`config.mk`:
```
export PLATFORM = sky130hd
export DESIGN_NAME = pin_mux_bank
export DESIGN_NICKNAME = d
export VERILOG_FILES = /design/src/rtl/pmx_pkg.sv /design/src/rtl/pmx_regfile.sv /design/src/rtl/pmx_pin_ctrl.sv /design/src/rtl/pin_mux_bank.sv
export SDC_FILE = /design/constraint.sdc
export NUM_CORES = 1
export LEC_CHECK = 0
export ABC_AREA = 1
export BUFFER_PORTS_ARGS = -buffer_cell sky130_fd_sc_hd__buf_4
export CAP_MARGIN = 20
export CORE_ASPECT_RATIO = 2
export CORE_MARGIN = 3
export CORE_UTILIZATION = 55
export CTS_CLUSTER_DIAMETER = 40
export DETAILED_ROUTE_END_ITERATION = 16
export HOLD_SLACK_MARGIN = 0.12
export PLACE_DENSITY = 0.85
export SETUP_SLACK_MARGIN = 0.15
export SLEW_MARGIN = 15
export SYNTH_ARGS = -nofsm -noshare
export SYNTH_HDL_FRONTEND = slang
export SYNTH_SLANG_ARGS = --single-unit
```
`constraint.sdc`:
```
create_clock -name clk -period 4.63 [get_ports clk]
set_input_delay 0.926 -clock clk [delete_from_list [all_inputs] [get_ports clk]]
set_output_delay 0.926 -clock clk [all_outputs]
set_load 0.05 [all_outputs]
```
`src/rtl/pmx_pkg.sv`:
```
package pmx_pkg;

  typedef enum logic [2:0] {
    FK_BIDIR = 3'd0,
    FK_IN    = 3'd1,
    FK_OUT   = 3'd2,
    FK_SELF  = 3'd3,
    FK_RSVD  = 3'd4
  } fkind_e;

  localparam int CFG_W      = 16;
  localparam int KIND_W     = 3;
  localparam int NUM_FN     = 4;
  localparam int PIN_KIND_W = KIND_W * NUM_FN;

  localparam int F_IBE   = 2;
  localparam int F_OBE   = 3;
  localparam int F_PE    = 4;
  localparam int F_PUP   = 5;
  localparam int F_OD    = 6;
  localparam int F_SLEW  = 7;
  localparam int F_HYST  = 8;

  // Per pin, 12 bits: kind of fsel 3 | fsel 2 | fsel 1 | fsel 0
  localparam logic [4*PIN_KIND_W-1:0] PMX_DEFAULT_KINDS = 48'h810_4C8_300_650;

endpackage

```
`src/rtl/pmx_regfile.sv`:
```
module pmx_regfile
  import pmx_pkg::*;
#(
  parameter int NUM_PINS = 4,
  parameter int ADDR_W   = 8,
  parameter logic [ADDR_W-1:0] DO_ADDR = 8'h40,
  parameter logic [ADDR_W-1:0] DI_ADDR = 8'h44
) (
  input  logic                      clk,
  input  logic                      rst_n,
  input  logic                      wr,
  input  logic                      rd,
  input  logic [ADDR_W-1:0]         addr,
  input  logic [31:0]               wdata,
  input  logic [NUM_PINS-1:0]       gpdi,
  output logic [NUM_PINS*CFG_W-1:0] cfg_flat,
  output logic [NUM_PINS-1:0]       gpio_do,
  output logic [31:0]               rdata
);

  logic [CFG_W-1:0] cfg_q [NUM_PINS];
  logic [31:0]      rd_val;
  logic             unused_wdata_hi;

  assign unused_wdata_hi = ^wdata[31:16];

  for (genvar p = 0; p < NUM_PINS; p++) begin : g_cfg
    localparam logic [ADDR_W-1:0] MY_ADDR = ADDR_W'(p * 4);

    always_ff @(posedge clk or negedge rst_n) begin
      if (!rst_n) cfg_q[p] <= '0;
      else if (wr && addr == MY_ADDR) cfg_q[p] <= wdata[CFG_W-1:0];
    end

    assign cfg_flat[p*CFG_W +: CFG_W] = cfg_q[p];

    AST_CFG_WRITE: assert property (@(posedge clk) disable iff (!rst_n)
      (wr && addr == MY_ADDR) |=> cfg_q[p] == $past(wdata[CFG_W-1:0]));
    AST_CFG_READ: assert property (@(posedge clk) disable iff (!rst_n)
      (rd && addr == MY_ADDR) |=> rdata == {16'b0, $past(cfg_q[p])});
  end

  always_ff @(posedge clk or negedge rst_n) begin
    if (!rst_n) gpio_do <= '0;
    else if (wr && addr == DO_ADDR) gpio_do <= wdata[NUM_PINS-1:0];
  end

  always_comb begin
    rd_val = '0;
    for (int p = 0; p < NUM_PINS; p++)
      if (addr == ADDR_W'(p * 4)) rd_val = {16'b0, cfg_q[p]};
    if (addr == DO_ADDR) rd_val = 32'(gpio_do);
    if (addr == DI_ADDR) rd_val = 32'(gpdi);
  end

  always_ff @(posedge clk or negedge rst_n) begin
    if (!rst_n) rdata <= '0;
    else        rdata <= rd ? rd_val : '0;
  end

  AST_RDATA_IDLE: assert property (@(posedge clk) disable iff (!rst_n)
    !rd |=> rdata == 32'b0);
  AST_MISALIGNED_KEEP: assert property (@(posedge clk) disable iff (!rst_n)
    (wr && addr[1:0] != 2'b00) |=> $stable(cfg_flat) && $stable(gpio_do));

endmodule

```
`src/rtl/pmx_pin_ctrl.sv`:
```
module pmx_pin_ctrl
  import pmx_pkg::*;
#(
  parameter logic [PIN_KIND_W-1:0] KINDS = '0
) (
  input  logic             clk,
  input  logic             rst_n,
  input  logic [CFG_W-1:0] cfg,
  input  logic             gpio_do,
  input  logic [2:0]       per_out,
  input  logic [2:0]       per_oe,
  input  logic             pad_in,
  output logic             pad_out,
  output logic             pad_oe,
  output logic             pad_ie,
  output logic             pad_pull_en,
  output logic             pad_pull_up,
  output logic             pad_odrain,
  output logic             pad_slew,
  output logic             pad_hyst,
  output logic [2:0]       per_in,
  output logic             di_bit
);

  logic [1:0]        fsel;
  logic [KIND_W-1:0] kind;
  logic              sel_data;
  logic              sel_dir;
  logic              unused_cfg_hi;

  assign fsel          = cfg[1:0];
  assign kind          = KINDS[KIND_W*int'(fsel) +: KIND_W];
  assign unused_cfg_hi = ^cfg[CFG_W-1:9];

  always_comb begin
    case (fsel)
      2'd1:    begin sel_data = per_out[0]; sel_dir = per_oe[0]; end
      2'd2:    begin sel_data = per_out[1]; sel_dir = per_oe[1]; end
      2'd3:    begin sel_data = per_out[2]; sel_dir = per_oe[2]; end
      default: begin sel_data = gpio_do;    sel_dir = 1'b0;      end
    endcase
  end

  always_comb begin
    case (kind)
      FK_BIDIR: begin pad_oe = cfg[F_OBE]; pad_ie = cfg[F_IBE]; end
      FK_IN:    begin pad_oe = 1'b0;       pad_ie = 1'b1;       end
      FK_OUT:   begin pad_oe = 1'b1;       pad_ie = cfg[F_IBE]; end
      FK_SELF:  begin pad_oe = sel_dir;    pad_ie = !sel_dir;   end
      default:  begin pad_oe = 1'b0;       pad_ie = 1'b0;       end
    endcase
  end

  assign pad_out     = pad_oe & sel_data;
  assign pad_pull_en = cfg[F_PE] & ~pad_oe;
  assign pad_pull_up = cfg[F_PUP] & pad_pull_en;
  assign pad_odrain  = cfg[F_OD] & pad_oe;
  assign pad_slew    = cfg[F_SLEW] & pad_oe;
  assign pad_hyst    = cfg[F_HYST] & ~pad_oe;
  assign di_bit      = pad_ie & pad_in;

  for (genvar k = 0; k < 3; k++) begin : g_pin
    assign per_in[k] = (fsel == 2'(k + 1)) & pad_ie & pad_in;
  end

  AST_FIXED_IN: assert property (@(posedge clk) disable iff (!rst_n)
    (kind == FK_IN) |-> (pad_ie && !pad_oe));
  AST_FIXED_OUT: assert property (@(posedge clk) disable iff (!rst_n)
    (kind == FK_OUT) |-> pad_oe);
  AST_SELF_DIR: assert property (@(posedge clk) disable iff (!rst_n)
    (kind == FK_SELF && fsel != 2'd0) |-> (pad_oe == per_oe[fsel - 2'd1] && pad_ie != pad_oe));
  AST_RSVD_QUIET: assert property (@(posedge clk) disable iff (!rst_n)
    (kind == FK_RSVD) |-> (!pad_oe && !pad_ie));

endmodule

```
`src/rtl/pin_mux_bank.sv`:
```
module pin_mux_bank
  import pmx_pkg::*;
#(
  parameter int NUM_PINS = 4,
  parameter int ADDR_W   = 8,
  parameter logic [ADDR_W-1:0] DO_ADDR = 8'h40,
  parameter logic [ADDR_W-1:0] DI_ADDR = 8'h44,
  parameter logic [NUM_PINS*PIN_KIND_W-1:0] FUNC_KIND = PMX_DEFAULT_KINDS
) (
  input  logic                    clk,
  input  logic                    rst_n,
  input  logic                    bus_wr,
  input  logic                    bus_rd,
  input  logic [ADDR_W-1:0]       bus_addr,
  input  logic [31:0]             bus_wdata,
  output logic [31:0]             bus_rdata,
  input  logic [NUM_PINS-1:0]     pad_in,
  output logic [NUM_PINS-1:0]     pad_out,
  output logic [NUM_PINS-1:0]     pad_oe,
  output logic [NUM_PINS-1:0]     pad_ie,
  output logic [NUM_PINS-1:0]     pad_pull_en,
  output logic [NUM_PINS-1:0]     pad_pull_up,
  output logic [NUM_PINS-1:0]     pad_odrain,
  output logic [NUM_PINS-1:0]     pad_slew,
  output logic [NUM_PINS-1:0]     pad_hyst,
  input  logic [3*NUM_PINS-1:0]   per_out,
  input  logic [3*NUM_PINS-1:0]   per_oe,
  output logic [3*NUM_PINS-1:0]   per_in
);

  localparam int CFG_BITS = NUM_PINS * CFG_W;

  logic [CFG_BITS-1:0] cfg_flat;
  logic [NUM_PINS-1:0] gpio_do;
  logic [NUM_PINS-1:0] gpdi;

  pmx_regfile #(
    .NUM_PINS (NUM_PINS),
    .ADDR_W   (ADDR_W),
    .DO_ADDR  (DO_ADDR),
    .DI_ADDR  (DI_ADDR)
  ) i_regs (
    .clk      (clk),
    .rst_n    (rst_n),
    .wr       (bus_wr),
    .rd       (bus_rd),
    .addr     (bus_addr),
    .wdata    (bus_wdata),
    .gpdi     (gpdi),
    .cfg_flat (cfg_flat),
    .gpio_do  (gpio_do),
    .rdata    (bus_rdata)
  );

  for (genvar p = 0; p < NUM_PINS; p++) begin : g_pin
    pmx_pin_ctrl #(
      .KINDS (FUNC_KIND[p*PIN_KIND_W +: PIN_KIND_W])
    ) i_pin (
      .clk         (clk),
      .rst_n       (rst_n),
      .cfg         (cfg_flat[p*CFG_W +: CFG_W]),
      .gpio_do     (gpio_do[p]),
      .per_out     (per_out[3*p +: 3]),
      .per_oe      (per_oe[3*p +: 3]),
      .pad_in      (pad_in[p]),
      .pad_out     (pad_out[p]),
      .pad_oe      (pad_oe[p]),
      .pad_ie      (pad_ie[p]),
      .pad_pull_en (pad_pull_en[p]),
      .pad_pull_up (pad_pull_up[p]),
      .pad_odrain  (pad_odrain[p]),
      .pad_slew    (pad_slew[p]),
      .pad_hyst    (pad_hyst[p]),
      .per_in      (per_in[3*p +: 3]),
      .di_bit      (gpdi[p])
    );

    AST_PULL_OFF_DRIVING: assert property (@(posedge clk) disable iff (!rst_n)
      pad_oe[p] |-> !pad_pull_en[p] && !pad_pull_up[p]);
    AST_HYST_OFF_DRIVING: assert property (@(posedge clk) disable iff (!rst_n)
      pad_oe[p] |-> !pad_hyst[p]);
    AST_DRIVE_BITS_IDLE: assert property (@(posedge clk) disable iff (!rst_n)
      !pad_oe[p] |-> !pad_odrain[p] && !pad_slew[p]);
    AST_NO_OUT_WHEN_OFF: assert property (@(posedge clk) disable iff (!rst_n)
      !pad_oe[p] |-> !pad_out[p]);
    AST_DI_GATED: assert property (@(posedge clk) disable iff (!rst_n)
      !pad_ie[p] |-> !gpdi[p] && per_in[3*p +: 3] == 3'b000);
  end

endmodule

```
==> reports/metrics.cfg <==
[clock_network]
cts_tree = built
cts-root-buf = clkbuf_16
clk_pin_slew_ns = 0.06
worstSkewPairLatency_ns = 0.34
clockBufferDepth = 2
postCtsSetupBuffers = 0
cts_resized = 0
clock_sinks = 84
cts_hold_buf = 0
numCtsBuffers = 9
htree_levels = 3

[timing]
fin_tns_setup_ns = 0
skew_ns = 0.006628
drv_slew = 0
relSlewSlack_pct = 53.10
clock.fmax_ghz = 0.3001
hold_viol = 0
timing.final.crit_share_pct = 71.96
rsz0062_at_grt = false
tightestPinTransition_ns = 0.7010
finalSetupViolCount = 0
min_period_ns = 3.332

[pwr]
vdd_drop_max_mv = 0.3221
p_seq_share_pct = 46.5
p_sw_w = 0.0004599
combinationalPowerShare_pct = 14.1
intPower_w = 0.001234
power.density_nw_per_um2 = 304.0
switching_share_pct = 27.16
clock_power_share_pct = 39.3
leakage_nw = 2.908

[layout]
drive_gt1_share_pct = 25.76
syn_to_final_growth_pct = 15.67
fin_cells = 758
n_antenna_cell = 0
utilization_pct = 66.24
fillers = 673
final_nets = 736

[die]
rows = 47
dieWidth_um = 72.17
die_area_um2 = 9983
die_h_um = 138.3
core_um2 = 8409
start_util_pct = 57.27
io_pins = 148

[place]
place_inst = 743
place.gp.congestion = 0.9069
dpl.hpwl_um = 9319
port_buffers = 105

[worst_setup_path]
critPathLaunch = i_regs.cfg_flat[32]
worst-endpoint-arrival_ns = 2.41
cp.required_ns = 3.70
end_kind = primary output
critPathKind = register to primary output
r2r-start = i_regs.cfg_flat[32]
rr_worst_depth = 11
critPathLaunchType = register
crit_fanout = 7

[global_routing]
grt_overflow_total = 0
grt_pass1_vias = 4054
grt_use_total_pct = 25.95
grt_max_degree = 85
grt_pass1_wl_um = 19770
grt_antenna_before_repair = 0

[drt]
antenna_left = 0
avgRoutedWirePerCell_um = 16.85
dr.pass1.iters = 5
via_count = 4164
route.detailed.drc = 0
via_per_inst = 5.493
drt_iter0_drc = 247
routed_wl_um = 12780

[yosys]
synth_cell_type_count = 34
synth_seq_area_share_pct = 43.65
syn-cell-area_um2 = 4816
synth-edff-count = 0
synthArstFlopShare_pct = 100.0
synth_seq_cells = 84
synth_cells = 593
avgSynthCellArea_um2 = 8.121
synthFlopType = dfrtp_1
ys_warn_count = 0

[run]
cap_violations = 0

[hold_path]
hp-start = i_regs.cfg_flat[20]
whs_path_depth = 2
hold_class = register to register

[status]
status = finished clean

==> power groups by stage <==
stage	clock network (W)	registers (W)	logic, W
after floorplan	0	0.000791	0.000177
after global placement	0	0.000798	0.000229
after detailed placement	0	0.000799	0.000235
after CTS	0.000669	0.000787	0.000237
after global routing	0.000702	0.000790	0.000259
final	0.000666	0.000788	0.000240
==> final timing paths <==
kind,to,slack [ns]
min in group asynchronous,i_regs.cfg_flat[16],0.60
worst max register to register,i_regs.rdata[2],3.03
worst max-delay path,pad_slew[2],1.30
max in group asynchronous,i_regs.cfg_flat[53],3.41
worst min-delay path,i_regs.cfg_flat[20],0.48
worst min register to register,i_regs.cfg_flat[20],0.48
==> cells in the final DEF (no fill, tap or decap), drive strengths merged <==
cell type / count
nand2: 141
buf: 106
o21ai: 90
dfrtp: 84
inv: 74
nor2: 49
nand3: 31
a21oi: 19
conb: 18
clkbuf: 12
nor3: 8
ha: 7
o21bai: 5
o211ai: 3
and3: 3
nor4: 3
a311oi: 2
clkinv: 2
o21a: 1
nand4: 1
a31oi: 1
==> area by class of cell <==
class	instances	area, µm²	share of cell area (%)
Clock buffer	12	266.5	4.784
Clock inverter	2	10.01	0.1797
Inverter	74	292.8	5.256
Multi-Input combinational cell	382	1968	35.33
Sequential cell	84	2102	37.74
Tap cell	98	122.6	2.201
Timing Repair Buffer	106	808.3	14.51
==> metrics by stage <==
| step | setup WS (ns) | area (µm²) | power (W) | hold slack [ns] |
|---|---|---|---|---|
| global route | 1.127 | 5570 | 0.001752 | 0.4953 |
| finish | 1.298 | 5570 | 0.001693 | 0.4794 |
| global placement | 1.617 | 5274 | 0.001027 | 0.4591 |
| floorplan | 1.289 | 4880 | 0.0009681 | 0.4479 |
| CTS | 1.358 | 5550 | 0.001693 | 0.4776 |
| detailed placement | 1.579 | 5274 | 0.001034 | 0.4632 |
==> state kept, by name (all words and copies together) (netlist names) <==
register,flops
i_regs.cfg_flat,64
i_regs.rdata,16
i_regs.gpio_do,4
==> kinds of logic after synthesis <==
kind of cell	after synthesis	share of synthesized area, %
AND/OR/NAND/NOR	236	22.86
buffers and inverters	144	16.81
AO/OA/AOI/OAI	121	14.78
flip-flops	84	43.65
adder cells (fa/ha/maj)	7	1.819
other	1	0.07787
==> cell usage after synthesis, types with 7 or more instances <==
| library cell | number | area (µm²) |
|---|---|---|
| a21oi_1 | 19 | 95.09 |
| nand2_1 | 131 | 491.7 |
| buf_6 | 8 | 90.09 |
| ha_1 | 7 | 87.58 |
| o21ai_1 | 16 | 80.08 |
| inv_1 | 66 | 247.7 |
| o21ai_0 | 54 | 270.3 |
| buf_4 | 50 | 375.4 |
| nor2_1 | 41 | 153.9 |
| nor3_1 | 7 | 35.03 |
| clkbuf_1 | 7 | 26.28 |
| dfrtp_1 | 84 | 2102 |
| nand3_1 | 29 | 145.1 |
| o21ai_2 | 20 | 175.2 |
==> routing by layer <==
metal,wire [µm],up-vias,part of all wire (%),track usage [%]
met5,0,-,0,0
met4,992,0,7.8,18.04
met3,749,56,5.9,4.288
met2,6953,201,54,46.32
met1,4080,1962,32,26.13
li1,-,1945,-,-
==> critical path, stage by stage, from the launching register on <==
cell and delay, ns:
dfrtp_1 0.46, inv_1 0.14, ha_1 0.24, nand2_1 0.07, nand3_1 0.08, nand2_1 0.06, o21ai_0 0.15, inv_1 0.06
nor2_1 0.33, inv_1 0.14, nor2_1 0.12, buf_4 0.20
No activity file was read; power rests on OpenSTA's default activity.
